===== config.mk =====
export PLATFORM = sky130hd
export DESIGN_NAME = adc_pacer_ctrl
export DESIGN_NICKNAME = d
export VERILOG_FILES = /design/src/rtl/adc_pacer_pkg.sv /design/src/rtl/pacer_sync.sv /design/src/rtl/pacer_prescaler.sv /design/src/rtl/pacer_downcounter.sv /design/src/rtl/adc_pacer_ctrl.sv
export SDC_FILE = /design/constraint.sdc
export NUM_CORES = 1
export LEC_CHECK = 0
export ABC_AREA = 1
export CAP_MARGIN = 20
export CORE_UTILIZATION = 53
export CTS_BUF_LIST = sky130_fd_sc_hd__clkbuf_2 sky130_fd_sc_hd__clkbuf_4 sky130_fd_sc_hd__clkbuf_8
export CTS_CLUSTER_DIAMETER = 80
export DETAILED_ROUTE_END_ITERATION = 12
export PLACE_DENSITY = 0.72
export SYNTH_ARGS = -nofsm -noshare
export SYNTH_HDL_FRONTEND = slang
export SYNTH_SLANG_ARGS = --single-unit

===== constraint.sdc =====
create_clock -name clk -period 3.7 [get_ports clk]
set_input_delay 0.555 -clock clk [delete_from_list [all_inputs] [get_ports clk]]
set_output_delay 0.555 -clock clk [all_outputs]
set_load 0.005 [all_outputs]

===== src/rtl/adc_pacer_pkg.sv =====
package adc_pacer_pkg;

  localparam int unsigned DIV_W = 16;
  localparam int unsigned CNT_W = DIV_W + 1;

  typedef enum logic [1:0] {
    SRC_SW    = 2'b00,
    SRC_PACER = 2'b01,
    SRC_EXT   = 2'b10,
    SRC_OFF   = 2'b11
  } conv_src_e;

  // Divisor as programmed -> actual count length; zero means 2**DIV_W.
  function automatic logic [CNT_W-1:0] eff_div(input logic [DIV_W-1:0] d);
    if (d == '0) return {1'b1, {DIV_W{1'b0}}};
    return {1'b0, d};
  endfunction

endpackage


===== src/rtl/pacer_sync.sv =====
module pacer_sync #(
  parameter int unsigned STAGES = 2
) (
  input  logic clk,
  input  logic rst_n,
  input  logic async_in,
  output logic level,
  output logic rise,
  output logic fall
);
  logic [STAGES:0] sh;

  always_ff @(posedge clk) begin
    if (!rst_n) sh <= '0;
    else        sh <= {sh[STAGES-1:0], async_in};
  end

  assign level = sh[STAGES-1];
  assign rise  = sh[STAGES-1] & ~sh[STAGES];
  assign fall  = ~sh[STAGES-1] & sh[STAGES];
endmodule


===== src/rtl/pacer_prescaler.sv =====
module pacer_prescaler #(
  parameter int unsigned N_DECADES = 2,
  parameter int unsigned SEL_W     = 2
) (
  input  logic             clk,
  input  logic             rst_n,
  input  logic             clr,
  input  logic [SEL_W-1:0] sel,
  output logic             tick
);
  localparam int unsigned RADIX = 10;
  localparam int unsigned DIG_W = $clog2(RADIX);

  logic [N_DECADES:0] stage_tick;
  assign stage_tick[0] = 1'b1;

  for (genvar g = 0; g < N_DECADES; g++) begin : g_decade
    logic [DIG_W-1:0] digit;
    assign stage_tick[g+1] = stage_tick[g] && (digit == DIG_W'(RADIX - 1));
    always_ff @(posedge clk) begin
      if (!rst_n || clr)          digit <= '0;
      else if (stage_tick[g+1])   digit <= '0;
      else if (stage_tick[g])     digit <= digit + 1'b1;
    end
  end

  logic [SEL_W-1:0] sel_c;
  assign sel_c = (sel > SEL_W'(N_DECADES)) ? SEL_W'(N_DECADES) : sel;
  assign tick  = stage_tick[sel_c] && !clr;
endmodule


===== src/rtl/pacer_downcounter.sv =====
module pacer_downcounter
  import adc_pacer_pkg::*;
(
  input  logic             clk,
  input  logic             rst_n,
  input  logic             load,
  input  logic             en,
  input  logic [DIV_W-1:0] div,
  output logic             tc
);
  logic [CNT_W-1:0] cnt;

  assign tc = en && !load && (cnt == CNT_W'(1));

  always_ff @(posedge clk) begin
    if (!rst_n)      cnt <= CNT_W'(1);
    else if (load)   cnt <= eff_div(div);
    else if (tc)     cnt <= eff_div(div);
    else if (en)     cnt <= cnt - 1'b1;
  end
endmodule


===== src/rtl/adc_pacer_ctrl.sv =====
module adc_pacer_ctrl
  import adc_pacer_pkg::*;
#(
  parameter int unsigned ADDR_W    = 2,
  parameter int unsigned DATA_W    = 16,
  parameter int unsigned N_DECADES = 2,
  parameter int unsigned SYNC_FF   = 2
) (
  input  logic              clk,
  input  logic              rst_n,
  input  logic              wr_en,
  input  logic [ADDR_W-1:0] wr_addr,
  input  logic [DATA_W-1:0] wr_data,
  input  logic              ext_clk_in,
  input  logic              ext_trig_in,
  input  logic              ext_gate_in,
  output logic              conv_strobe
);
  localparam int unsigned PS_W = 2;
  localparam logic [ADDR_W-1:0] A_DIVA = ADDR_W'(0);
  localparam logic [ADDR_W-1:0] A_DIVB = ADDR_W'(1);
  localparam logic [ADDR_W-1:0] A_CTRL = ADDR_W'(2);
  localparam logic [ADDR_W-1:0] A_SWCV = ADDR_W'(3);

  // Configuration
  logic [DIV_W-1:0] div_a, div_b;
  conv_src_e        src_q;
  logic             trig_pol_q, trig_en_q;
  logic [PS_W-1:0]  ps_sel_q;

  // Named internal events (observed by the checker)
  logic wr_ctrl, clr_wr, sw_wr;
  logic gate_s, gate_unused_r, gate_unused_f;
  logic ext_rise, ext_lvl_unused, ext_fall_unused;
  logic trig_rise, trig_fall, trig_lvl_unused;
  logic trig_hit, trig_latched, hold, load;
  logic ps_tick, tc1, pacer_tick;
  logic conv_d;

  assign wr_ctrl = wr_en && (wr_addr == A_CTRL);
  assign clr_wr  = wr_ctrl && wr_data[6];
  assign sw_wr   = wr_en && (wr_addr == A_SWCV);

  always_ff @(posedge clk) begin
    if (!rst_n) begin
      div_a      <= DIV_W'(1);
      div_b      <= DIV_W'(1);
      src_q      <= SRC_OFF;
      trig_pol_q <= 1'b0;
      trig_en_q  <= 1'b0;
      ps_sel_q   <= '0;
    end else if (wr_en) begin
      if (wr_addr == A_DIVA) div_a <= wr_data[DIV_W-1:0];
      if (wr_addr == A_DIVB) div_b <= wr_data[DIV_W-1:0];
      if (wr_ctrl) begin
        src_q      <= conv_src_e'(wr_data[1:0]);
        trig_pol_q <= wr_data[2];
        trig_en_q  <= wr_data[3];
        ps_sel_q   <= wr_data[5:4];
      end
    end
  end

  logic unused_wdata;
  assign unused_wdata = ^{wr_data[DATA_W-1:7], ext_lvl_unused, ext_fall_unused,
                          trig_lvl_unused, gate_unused_r, gate_unused_f};

  // Synchronizers
  pacer_sync #(.STAGES(SYNC_FF)) u_sync_clk (
    .clk(clk), .rst_n(rst_n), .async_in(ext_clk_in),
    .level(ext_lvl_unused), .rise(ext_rise), .fall(ext_fall_unused));
  pacer_sync #(.STAGES(SYNC_FF)) u_sync_trig (
    .clk(clk), .rst_n(rst_n), .async_in(ext_trig_in),
    .level(trig_lvl_unused), .rise(trig_rise), .fall(trig_fall));
  pacer_sync #(.STAGES(SYNC_FF)) u_sync_gate (
    .clk(clk), .rst_n(rst_n), .async_in(ext_gate_in),
    .level(gate_s), .rise(gate_unused_r), .fall(gate_unused_f));

  // Trigger latch
  assign trig_hit = trig_en_q && (trig_pol_q ? trig_fall : trig_rise);

  always_ff @(posedge clk) begin
    if (!rst_n || clr_wr) trig_latched <= 1'b0;
    else if (trig_hit)    trig_latched <= 1'b1;
  end

  assign hold = trig_en_q && !trig_latched;
  assign load = clr_wr || hold;

  // Divider chain
  pacer_prescaler #(.N_DECADES(N_DECADES), .SEL_W(PS_W)) u_presc (
    .clk(clk), .rst_n(rst_n), .clr(load), .sel(ps_sel_q), .tick(ps_tick));

  pacer_downcounter u_cnt_a (
    .clk(clk), .rst_n(rst_n), .load(load), .en(ps_tick), .div(div_a), .tc(tc1));

  pacer_downcounter u_cnt_b (
    .clk(clk), .rst_n(rst_n), .load(load), .en(tc1), .div(div_b), .tc(pacer_tick));

  // Source multiplexer and output register
  always_comb begin
    unique case (src_q)
      SRC_SW:    conv_d = sw_wr;
      SRC_PACER: conv_d = pacer_tick && gate_s;
      SRC_EXT:   conv_d = ext_rise;
      default:   conv_d = 1'b0;
    endcase
  end

  always_ff @(posedge clk) begin
    if (!rst_n) conv_strobe <= 1'b0;
    else        conv_strobe <= conv_d;
  end
endmodule


### Yosys cells after proc, flatten, opt, wreduce, memory -nomap -nowiden

Cells that the tools add are included.

* logic and storage cells: 94
* register bits: 90

* multiplexer cells: 29
* bitwise gates (word level): 6
* order comparisons: 2
* add/sub/neg operators: 4
* equality and inequality tests: 9
* reduce and logical (&&, ||, !) cells: 29

Operators by type and width (count)
* $mux W17: 12
* $eq A17 B1 Y1 const B: 2
* $sub A17 B1 Y17 const B: 2
* $logic_not A16 Y1: 2
* $mux W1: 14
* $logic_and A1 B1 Y1: 12
* $add A4 B1 Y4 const B: 2
* $eq A4 B4 Y1 const B: 2
* $eq A2 B2 Y1 const B: 3
* $reduce_and A2 Y1: 3
* $reduce_bool A3 Y1: 2
* $eq A2 B1 Y1 const B: 2
* $logic_not A2 Y1: 2
* $reduce_or A2 Y1: 2
* $and A1 B1 Y1: 3
* $logic_not A1 Y1: 3
* $logic_or A1 B1 Y1: 3
* $lt A2 B3 Y1 const B: 1
* $not A1 Y1: 3
* $pmux W1 S3: 1
* $bmux W1 S2: 1
* $gt A2 B2 Y1 const B: 1
* $mux W2: 1

### Logic depth before layout (Yosys ltp)

Gate-level depths: netlist of the first run.

* depth after elaboration: 16
* depth in mapped cells: 13

### Cells and area by module

From an unflattened synthesis of the first run, not the netlist that was laid out.

* cell total of the unflattened synthesis: 748
* area, all modules: 5006.1 µm²

By module, submodules not included
* pacer_downcounter: sequential area each 340.3 µm², cells each 229, area each 1375.1 µm², instances 2
* adc_pacer_ctrl: sequential area each 800.8 µm², cells each 196, area each 1551.5 µm², instances 1
* pacer_prescaler: sequential area each 160.2 µm², cells each 55, area each 404.1 µm², instances 1
* pacer_sync: sequential area each 60.1 µm², cells each 13, area each 100.1 µm², instances 3

### Least setup slack after synthesis of the first run

OpenSTA, ideal clock, no wires.

* path kind: input -> register
* from: input port wr_addr[0]
* to: register u_cnt_b.cnt[10]
* buffers on the path: 1
* required time: 3.578 ns
* arrival: 1.596 ns
* path slack: 1.982 ns
* stages on the path: 10
* cell sequence: inv_1 > nand4_1 > nand2_2 > a21oi_4 > nand3_4 > nand2_4 > buf_12 > nand2_2 > nand2_1 > a21oi_2

* word-level cells in the longest chain between the ends: 12

Ends and longest elaborated chain
* start, declared: RTL line adc_pacer_ctrl.sv:12 `input logic [ADDR_W-1:0] wr_addr,`
* $eq A2 B2 Y1 (*): RTL line adc_pacer_ctrl.sv:40 `assign wr_ctrl = wr_en && (wr_addr == A_CTRL);`
* $logic_and A1 B1 Y1 (*): RTL line adc_pacer_ctrl.sv:40
* $logic_and A1 B1 Y1 (*): RTL line adc_pacer_ctrl.sv:41 `assign clr_wr = wr_ctrl && wr_data[6];`
* $logic_or A1 B1 Y1 (*): RTL line adc_pacer_ctrl.sv:88 `assign load = clr_wr || hold;`
* $logic_not A1 Y1: RTL line pacer_prescaler.sv:29, pacer_downcounter.sv:13
* $logic_and A1 B1 Y1: RTL line pacer_prescaler.sv:29 `assign tick = stage_tick[sel_c] && !clr;`
* $logic_and A1 B1 Y1 (4 in a row): RTL line pacer_downcounter.sv:13 `assign tc = en && !load && (cnt == CNT_W'(1));`
* $mux W17: RTL line pacer_downcounter.sv:18 `else if (tc) cnt <= eff_div(div);`
* $mux W17: RTL line pacer_downcounter.sv:17 `else if (load) cnt <= eff_div(div);`
* end signal, assigned: RTL line pacer_downcounter.sv:17
* end signal, assigned: RTL line pacer_downcounter.sv:18
* end signal, assigned: RTL line pacer_downcounter.sv:19 `else if (en) cnt <= cnt - 1'b1;`
* end, declared: RTL line pacer_downcounter.sv:11 `logic [CNT_W-1:0] cnt;`

Every way passes the cells marked *; elsewhere a longest branch is shown, timed or not.
A chain may end at the register's enable or synchronous reset.

### Final worst setup path of the first run

* from: input port wr_addr[0]
* to: register u_cnt_b.cnt[14]

Same word-level chain as after synthesis.

==> results.rst, run 1 <==
.. list-table::
   :header-rows: 1

   * - Metric
     - Value
   * - Global routing usage summed across all routing layers
     - 0.2576
   * - Post-CTS Setup Bufs
     - 0
   * - Data arrival time at the worst-slack endpoint
     - 2.73 ns
   * - Setup Skew
     - 0.01301 ns
   * - Highest metal used
     - met4
   * - Wire length of the first global-routing pass
     - 19460 um
   * - CTS root buffer
     - sky130_fd_sc_hd__clkbuf_8
   * - Number of top-level pins
     - 25
   * - Complex-gate fraction of the synthesized area
     - 0.1636
   * - Yosys reg bits
     - 90
   * - Layout Area Growth over Synthesis
     - 10.37%
   * - Cell accounting for the most synthesized area
     - sky130_fd_sc_hd__dfxtp_1
   * - Worst hold endpoint
     - u_sync_clk.sh[1]$_SDFF_PN0_
   * - Number of CTS-inserted buffers
     - 9
   * - Starting DRT DRC Count
     - 351
   * - Average cell area after synthesis
     - 7.039 sq um
   * - Share of the yosys chip area belonging to registers
     - 0.3715
   * - Post-Synthesis Net Count
     - 721
   * - Kind of capture point of the worst setup path
     - register
   * - Post-synthesis instance area
     - 4850 sq um
   * - Max Fanout on Critical Path
     - 27
   * - Count of cells resized by post-cts repair
     - 0
   * - Layout filler cell count
     - 817
   * - Average vias per placed instance
     - 5.433
   * - Sum of routed wire length over all layers
     - 11750 um
   * - M1 wire length
     - 5462 um
   * - Synth Area in XOR/XNOR
     - 0.04154
   * - Startpoint of the most critical register-to-register path
     - u_presc.g_decade[0].digit[0]$_SDFF_PP0_
   * - P_leak
     - 0.002370 uW
   * - Die boundary height
     - 97.66 um
   * - Final cell count without fillers
     - 817
   * - Most frequent cells in the layout
     - sky130_fd_sc_hd__nand2_1 (128), sky130_fd_sc_hd__dfxtp_1 (90), sky130_fd_sc_hd__inv_1 (87)
   * - Fin crit share
     - 0.6689
   * - Headroom to the max-slew limit
     - 0.4898
   * - Total length of routed met3 wires
     - 653 um
   * - Gr ovfl total
     - 0
   * - Latest clock arrival within the worst-skew pair
     - 0.36 ns
   * - Kind of start point of the critical path
     - primary input
   * - Number of antenna violations at the first check in global routing
     - 0
   * - Number of global-route vias before repair
     - 4054
   * - Number of synthesized flops with an enable pin
     - 0
   * - Flop2flop setup slack
     - 1.35 ns
   * - Run status
     - complete, no violations
   * - Number of cells produced by synthesis
     - 689
   * - H-tree levels
     - 3
   * - Top post-synthesis cells by area
     - sky130_fd_sc_hd__dfxtp_1 (37%), sky130_fd_sc_hd__nand2_1 (9.9%), sky130_fd_sc_hd__inv_1 (6.7%), sky130_fd_sc_hd__o21ai_0 (6.2%), sky130_fd_sc_hd__nor2_1 (5.7%)
   * - Post-synthesis mux area share
     - 0
   * - Main flop type after synthesis
     - sky130_fd_sc_hd__dfxtp_1
   * - Die width
     - 97.66 um
   * - Area of the die
     - 9537 sq um
   * - Dominant combinational cell family by area after synthesis
     - simple AND/OR/NAND/NOR gates
   * - Yosys Warn Count
     - 0
   * - Post-route DRC
     - 0
   * - Number of rows in the core area
     - 34
   * - Most common cell after layout, fill and taps aside
     - sky130_fd_sc_hd__nand2_1
   * - Simple-gate share of the synthesized area
     - 0.3037
   * - Router iterations before antenna repair
     - 5
   * - Maximum number of pins on one net before global-route repair
     - 38
   * - Area fraction of the dominant cell type after synthesis
     - 0.3715
   * - Share of layout cells above drive strength 1
     - 0.1157
   * - # diodes
     - 0
   * - Register-to-Register Path Depth
     - 11
   * - Hold wc startpoint
     - u_sync_clk.sh[0]$_SDFF_PN0_
   * - Setup TNS after final layout
     - 0 ns
   * - Routed length per placed instance
     - 14.38 um
   * - Max Buffers Root-to-Sink
     - 2
   * - Final Slew Violations
     - 0
   * - Clock-pin transition on the worst setup and hold timing paths
     - 0.10 ns
   * - Cell count of the worst hold path
     - 2
   * - Destination of the worst register-to-register timing path
     - u_cnt_b.cnt[14]$_SDFFE_PN0P_
   * - Setup repair after global routing missed its margin
     - no
   * - Number of maximum-capacitance violations
     - 0
   * - Data required time at the worst endpoint
     - 3.95 ns
   * - Setup violators final
     - 0
   * - Number of library cell types mapped by synthesis
     - 37
   * - Routed vias
     - 4439
   * - Initial core utilization
     - 0.5507
   * - Detailed Place HPWL
     - 8622 um
   * - Port Buffers
     - 24
   * - Final hold slack
     - 0.4235 ns
   * - Pwr Total
     - 4071 uW
   * - Count of nets after finishing
     - 736
   * - Number of routed nets with antenna violations
     - 0
   * - Proportion of synthesized flip-flops having asynchronous set or reset
     - 0
   * - Cell count after placement
     - 800
   * - Detailed-routed wire length on met2
     - 5454 um
   * - Worst hold path class
     - register to register
   * - Peak Freq
     - 0.4041 GHz
   * - Core Box Area
     - 8806 sq um
   * - Pwr per Cell Area
     - 760.6 nW/um^2
   * - Final min period
     - 2.475 ns
   * - Hold violation count in the final report
     - 0
   * - Total number of clock tree sinks
     - 90
   * - TritonCTS clock tree
     - yes
   * - Worst-case vdd ir drop
     - 0.2778 mV
   * - Fraction of the mapped netlist area in adder cells
     - 0.02064
   * - Kind of critical path
     - primary input to register
   * - Actual slew at the worst max-slew pin
     - 0.7594 ns
   * - Number of buffers inserted by hold repair at cts
     - 0
   * - Final weighted congestion in routability-driven placement
     - 0.9040
==> per-stage QoR <==
stage                       util  instance area [sq um]  worst slack, ns
after global placement    0.5799                   5106           0.8740
after floorplan                -                   4850            1.982
after global routing      0.6078                   5353            1.087
final                     0.6078                   5353            1.225
after detailed placement  0.5799                   5106           0.7624
after CTS                 0.6047                   5325           0.9258
==> how the worst max path moves through the flow <==
stage | from | end | slack (ns) | cells after the start
final | wr_addr[0] | u_cnt_b.cnt[14]$_SDFFE_PN0P_ | 1.23 | 10
after global routing | wr_addr[0] | u_cnt_b.cnt[14]$_SDFFE_PN0P_ | 1.09 | 10
after CTS | u_presc.g_decade[0].digit[0]$_SDFF_PP0_ | u_cnt_b.cnt[14]$_SDFFE_PN0P_ | 0.93 | 10
after detailed placement | wr_addr[0] | u_cnt_b.cnt[14]$_SDFFE_PN0P_ | 0.76 | 9
after global placement | wr_addr[0] | u_cnt_b.cnt[5]$_SDFFE_PN0P_ | 0.87 | 9
after floorplan | wr_addr[0] | u_cnt_b.cnt[10]$_SDFFE_PN0P_ | 1.98 | 10
==> cells in the mapped netlist, types with 8 or more instances <==
cell and n:
sky130_fd_sc_hd__ha_1 8, sky130_fd_sc_hd__o21ai_0 60, sky130_fd_sc_hd__nand3_2 10, sky130_fd_sc_hd__nand2_2 18, sky130_fd_sc_hd__nor2_1 74, sky130_fd_sc_hd__dfxtp_1 90, sky130_fd_sc_hd__a21oi_2 10, sky130_fd_sc_hd__nand2_1 128
sky130_fd_sc_hd__clkbuf_1 13, sky130_fd_sc_hd__inv_1 87, sky130_fd_sc_hd__o21ai_1 10, sky130_fd_sc_hd__xor2_1 16, sky130_fd_sc_hd__nand3_1 40, sky130_fd_sc_hd__a21oi_1 50
==> per-layer routing <==
| layer | track usage | vias up |
|---|---|---|
| li1 | - | 2252 |
| met3 | 0.04245 | 14 |
| met2 | 0.4190 | 150 |
| met4 | 0.08625 | 0 |
| met5 | 0 | - |
| met1 | 0.3464 | 2023 |
==> critical path, cell delays in order <==
cell                              delay [ns]
sky130_fd_sc_hd__clkdlybuf4s50_1        0.50
sky130_fd_sc_hd__inv_1                  0.08
sky130_fd_sc_hd__nand4_1                0.10
sky130_fd_sc_hd__nand2_2                0.19
sky130_fd_sc_hd__inv_4                  0.34
sky130_fd_sc_hd__o21ai_2                0.25
sky130_fd_sc_hd__buf_16                 0.23
sky130_fd_sc_hd__buf_4                  0.18
sky130_fd_sc_hd__o21ai_0                0.24
sky130_fd_sc_hd__a21oi_2                0.05
==> power breakdown <==
part | total (uW) | switching, uW | internal [uW]
Clock | 730 | 398 | 332
Combinational | 1970 | 1220 | 750
Sequential | 1370 | 208 | 1160
==> cell type report <==
type                       instances  area, sq um  share of cell area
clock buffer                       9        123.9             0.02314
clock inverter                     7        95.09             0.01777
inverter                          91        344.1             0.06428
multi-input combinational        484         2567              0.4797
sequential                        90         1802              0.3366
tap                              108        135.1             0.02525
timing repair buffer              28        285.3             0.05330
==> cells by family after synthesis <==
family	after synthesis
fa+ha+maj	8
compound gates	144
xor+xnor	23
simple gates	309
buf+inv	115
flops	90
==> sequential cells by signal, indices dropped and copies added, names as in the netlist <==
register                flops
conv_strobe                 1
u_sync_trig.sh              3
div_b                      16
u_cnt_b.cnt                17
u_sync_gate.sh              2
trig_en_q                   1
u_cnt_a.cnt                17
src_q                       2
ps_sel_q                    2
u_sync_clk.sh               3
trig_latched                1
trig_pol_q                  1
div_a                      16
u_presc.g_decade.digit      8
(Power assumes the default switching activity.)
==> run 2: changes to the inputs <==
- clock period: 3.7 -> 2.3 ns (I/O delays scaled with it)
==> run 2 against run 1 <==
Against the previous run: cell count up 0.86%; critical path depth is the same; clock power rose by 47%; clock skew up 0.0040 ns; routed wire length down 1.6%; worst setup slack worse by 0.96 ns; count of clock-buffer cells in the layout grew 1.
==> results.rst, run 2 (synthesis gave the netlist of run 1 again) <==
.. list-table::
   :header-rows: 1

   * - Metric
     - Value
   * - Run status
     - complete, no violations
   * - Kind of start point of the critical path
     - register
   * - Hold violation count in the final report
     - 0
   * - Die boundary height
     - 97.66 um
   * - Number of top-level pins
     - 25
   * - Cell Chain, Critical Path
     - ha_1 -> nand3_2 -> nand2_1 -> nand2_2 -> nand2_4 -> inv_2 -> o21ai_2 -> buf_12 -> o21ai_0 -> a21oi_2
   * - Share of layout cells above drive strength 1
     - 0.1243
   * - Area of the die
     - 9537 sq um
   * - CTS root buffer
     - sky130_fd_sc_hd__clkbuf_8
   * - Maximum number of pins on one net before global-route repair
     - 50
   * - Final cell count without fillers
     - 824
   * - Layout Area Growth over Synthesis
     - 10.91%
   * - Final min period
     - 2.035 ns
   * - Detailed Place HPWL
     - 8665 um
   * - Final Slew Violations
     - 0
   * - Most common cell after layout, fill and taps aside
     - sky130_fd_sc_hd__nand2_1
   * - Register-to-Register Path Depth
     - 10
   * - Number of CTS-inserted buffers
     - 9
   * - H-tree levels
     - 3
   * - # diodes
     - 0
   * - Setup repair after global routing missed its margin
     - no
   * - Initial core utilization
     - 0.5507
   * - Count of cells resized by post-cts repair
     - 0
   * - Slowest CP cell
     - sky130_fd_sc_hd__dfxtp_1
   * - Largest regs
     - u_cnt_a.cnt: 17 flops, u_cnt_b.cnt: 17 flops
   * - Post-placement setup slack
     - 0.1383 ns
   * - Footprint of the multi-input gates
     - 2567 sq um
   * - Data required time at the worst endpoint
     - 2.60 ns
   * - Cell type group with the largest total delay on the critical path
     - compound AO/OA/AOI/OAI gates
   * - Slowest stage delay, CP
     - 0.39 ns
   * - Final core utilization
     - 0.6108
   * - Buffers and inverters on the worst path
     - 2
   * - Die width
     - 97.66 um
   * - Routed length per placed instance
     - 14.03 um
   * - Port Buffers
     - 24
   * - Pwr Total
     - 6439 uW
   * - Post-route DRC
     - 0
   * - Router iterations before antenna repair
     - 5
   * - Logic depth of the worst path, buffers included
     - 10
   * - Final weighted congestion in routability-driven placement
     - 0.9046
   * - Worst hold path class
     - register to register
   * - Routed vias
     - 4438
   * - Global routing usage summed across all routing layers
     - 0.2544
   * - Layout filler cell count
     - 823
   * - Number of buffers inserted by hold repair at cts
     - 0
   * - Number of routed nets with antenna violations
     - 0
   * - Headroom to the max-slew limit
     - 0.6893
   * - Number of antenna violations at the first check in global routing
     - 0
   * - Fin crit share
     - 0.8848
   * - Data arrival time at the worst-slack endpoint
     - 2.34 ns
   * - Peak Freq
     - 0.4914 GHz
   * - Sum of routed wire length over all layers
     - 11560 um
   * - Kind of capture point of the worst setup path
     - register
   * - P_leak
     - 0.002387 uW
   * - Gr ovfl total
     - 0
   * - Setup violators final
     - 0
   * - Number of rows in the core area
     - 34
   * - Count of nets after finishing
     - 743
   * - Number of maximum-capacitance violations
     - 0
   * - Worst-case vdd ir drop
     - 0.4467 mV
   * - Setup ws final
     - 0.2650 ns
   * - Most frequent cells in the layout
     - sky130_fd_sc_hd__nand2_1 (128), sky130_fd_sc_hd__dfxtp_1 (90), sky130_fd_sc_hd__inv_1 (87)
   * - Kind of critical path
     - register to register
   * - Post-CTS Setup Bufs
     - 0
   * - Pwr per Cell Area
     - 1197 nW/um^2
   * - Core Box Area
     - 8806 sq um
   * - Clock-pin transition on the worst setup and hold timing paths
     - 0.10 ns
   * - Wire length of the first global-routing pass
     - 19500 um
   * - Average vias per placed instance
     - 5.386
   * - Starting DRT DRC Count
     - 293
   * - Max Buffers Root-to-Sink
     - 2
   * - Latest clock arrival within the worst-skew pair
     - 0.36 ns
   * - Max Fanout on Critical Path
     - 33
   * - TritonCTS clock tree
     - yes
   * - Number of global-route vias before repair
     - 3993
   * - Setup Skew
     - 0.01701 ns
   * - Total number of clock tree sinks
     - 90
   * - Setup TNS after final layout
     - 0 ns
   * - Cell count of the worst hold path
     - 2
   * - Actual slew at the worst max-slew pin
     - 0.4656 ns
   * - Cell count after placement
     - 808
   * - Sequential cell area
     - 1802 sq um
[run 2: area by class of cell]
class / instances / area share
clock buffers: 10 / 0.02442
clock inverters: 6 / 0.01047
inverters: 91 / 0.06397
multi-input cells: 484 / 0.4773
flip-flops and latches: 90 / 0.3350
well taps: 108 / 0.02512
repair buffers: 35 / 0.06374
[run 2: tightest hold or removal path: cells and delay by family (launching register included)]
kind	cells	cell delay (ns)
DFF	1	0.32
buffers and inverters	1	0.04
and+or+nand+nor	1	0.05
[run 2: final timing paths]
| path | start | to | slack, ns |
|---|---|---|---|
| worst max-delay path | u_presc.g_decade[0].digit[0]$_SDFF_PP0_ | u_cnt_b.cnt[9]$_SDFFE_PN0P_ | 0.26 |
| worst min-delay path | u_sync_clk.sh[0]$_SDFF_PN0_ | u_sync_clk.sh[1]$_SDFF_PN0_ | 0.42 |
| worst max register to register | u_presc.g_decade[0].digit[0]$_SDFF_PP0_ | u_cnt_b.cnt[9]$_SDFFE_PN0P_ | 0.26 |
| worst min register to register | u_sync_clk.sh[0]$_SDFF_PN0_ | u_sync_clk.sh[1]$_SDFF_PN0_ | 0.42 |
[run 2: routing by layer]
metal  up-vias  routed length [um]  track usage
met1      2008                5747       0.3756
met5         -                   0            0
li1       2274                   -            -
met3        15                 619      0.02950
met4         0                 180      0.08159
met2       141                5015       0.3846
[run 2: where the power goes]
| part | switching (uW) | internal [uW] | leakage [uW] |
|---|---|---|---|
| combinational | 1970 | 1200 | 0.00155 |
| clock | 633 | 433 | 0.0000952 |
| sequential | 338 | 1870 | 0.000738 |
[run 2: stage by stage]
step           cell area (sq um)  hold WS [ns]
2_1_floorplan               4850        0.3905
3_3_place_gp                5191        0.3951
3_5_place_dp                5191        0.4002
4_1_cts                     5379        0.4247
5_1_grt                     5379        0.4428
6_report                    5379        0.4229
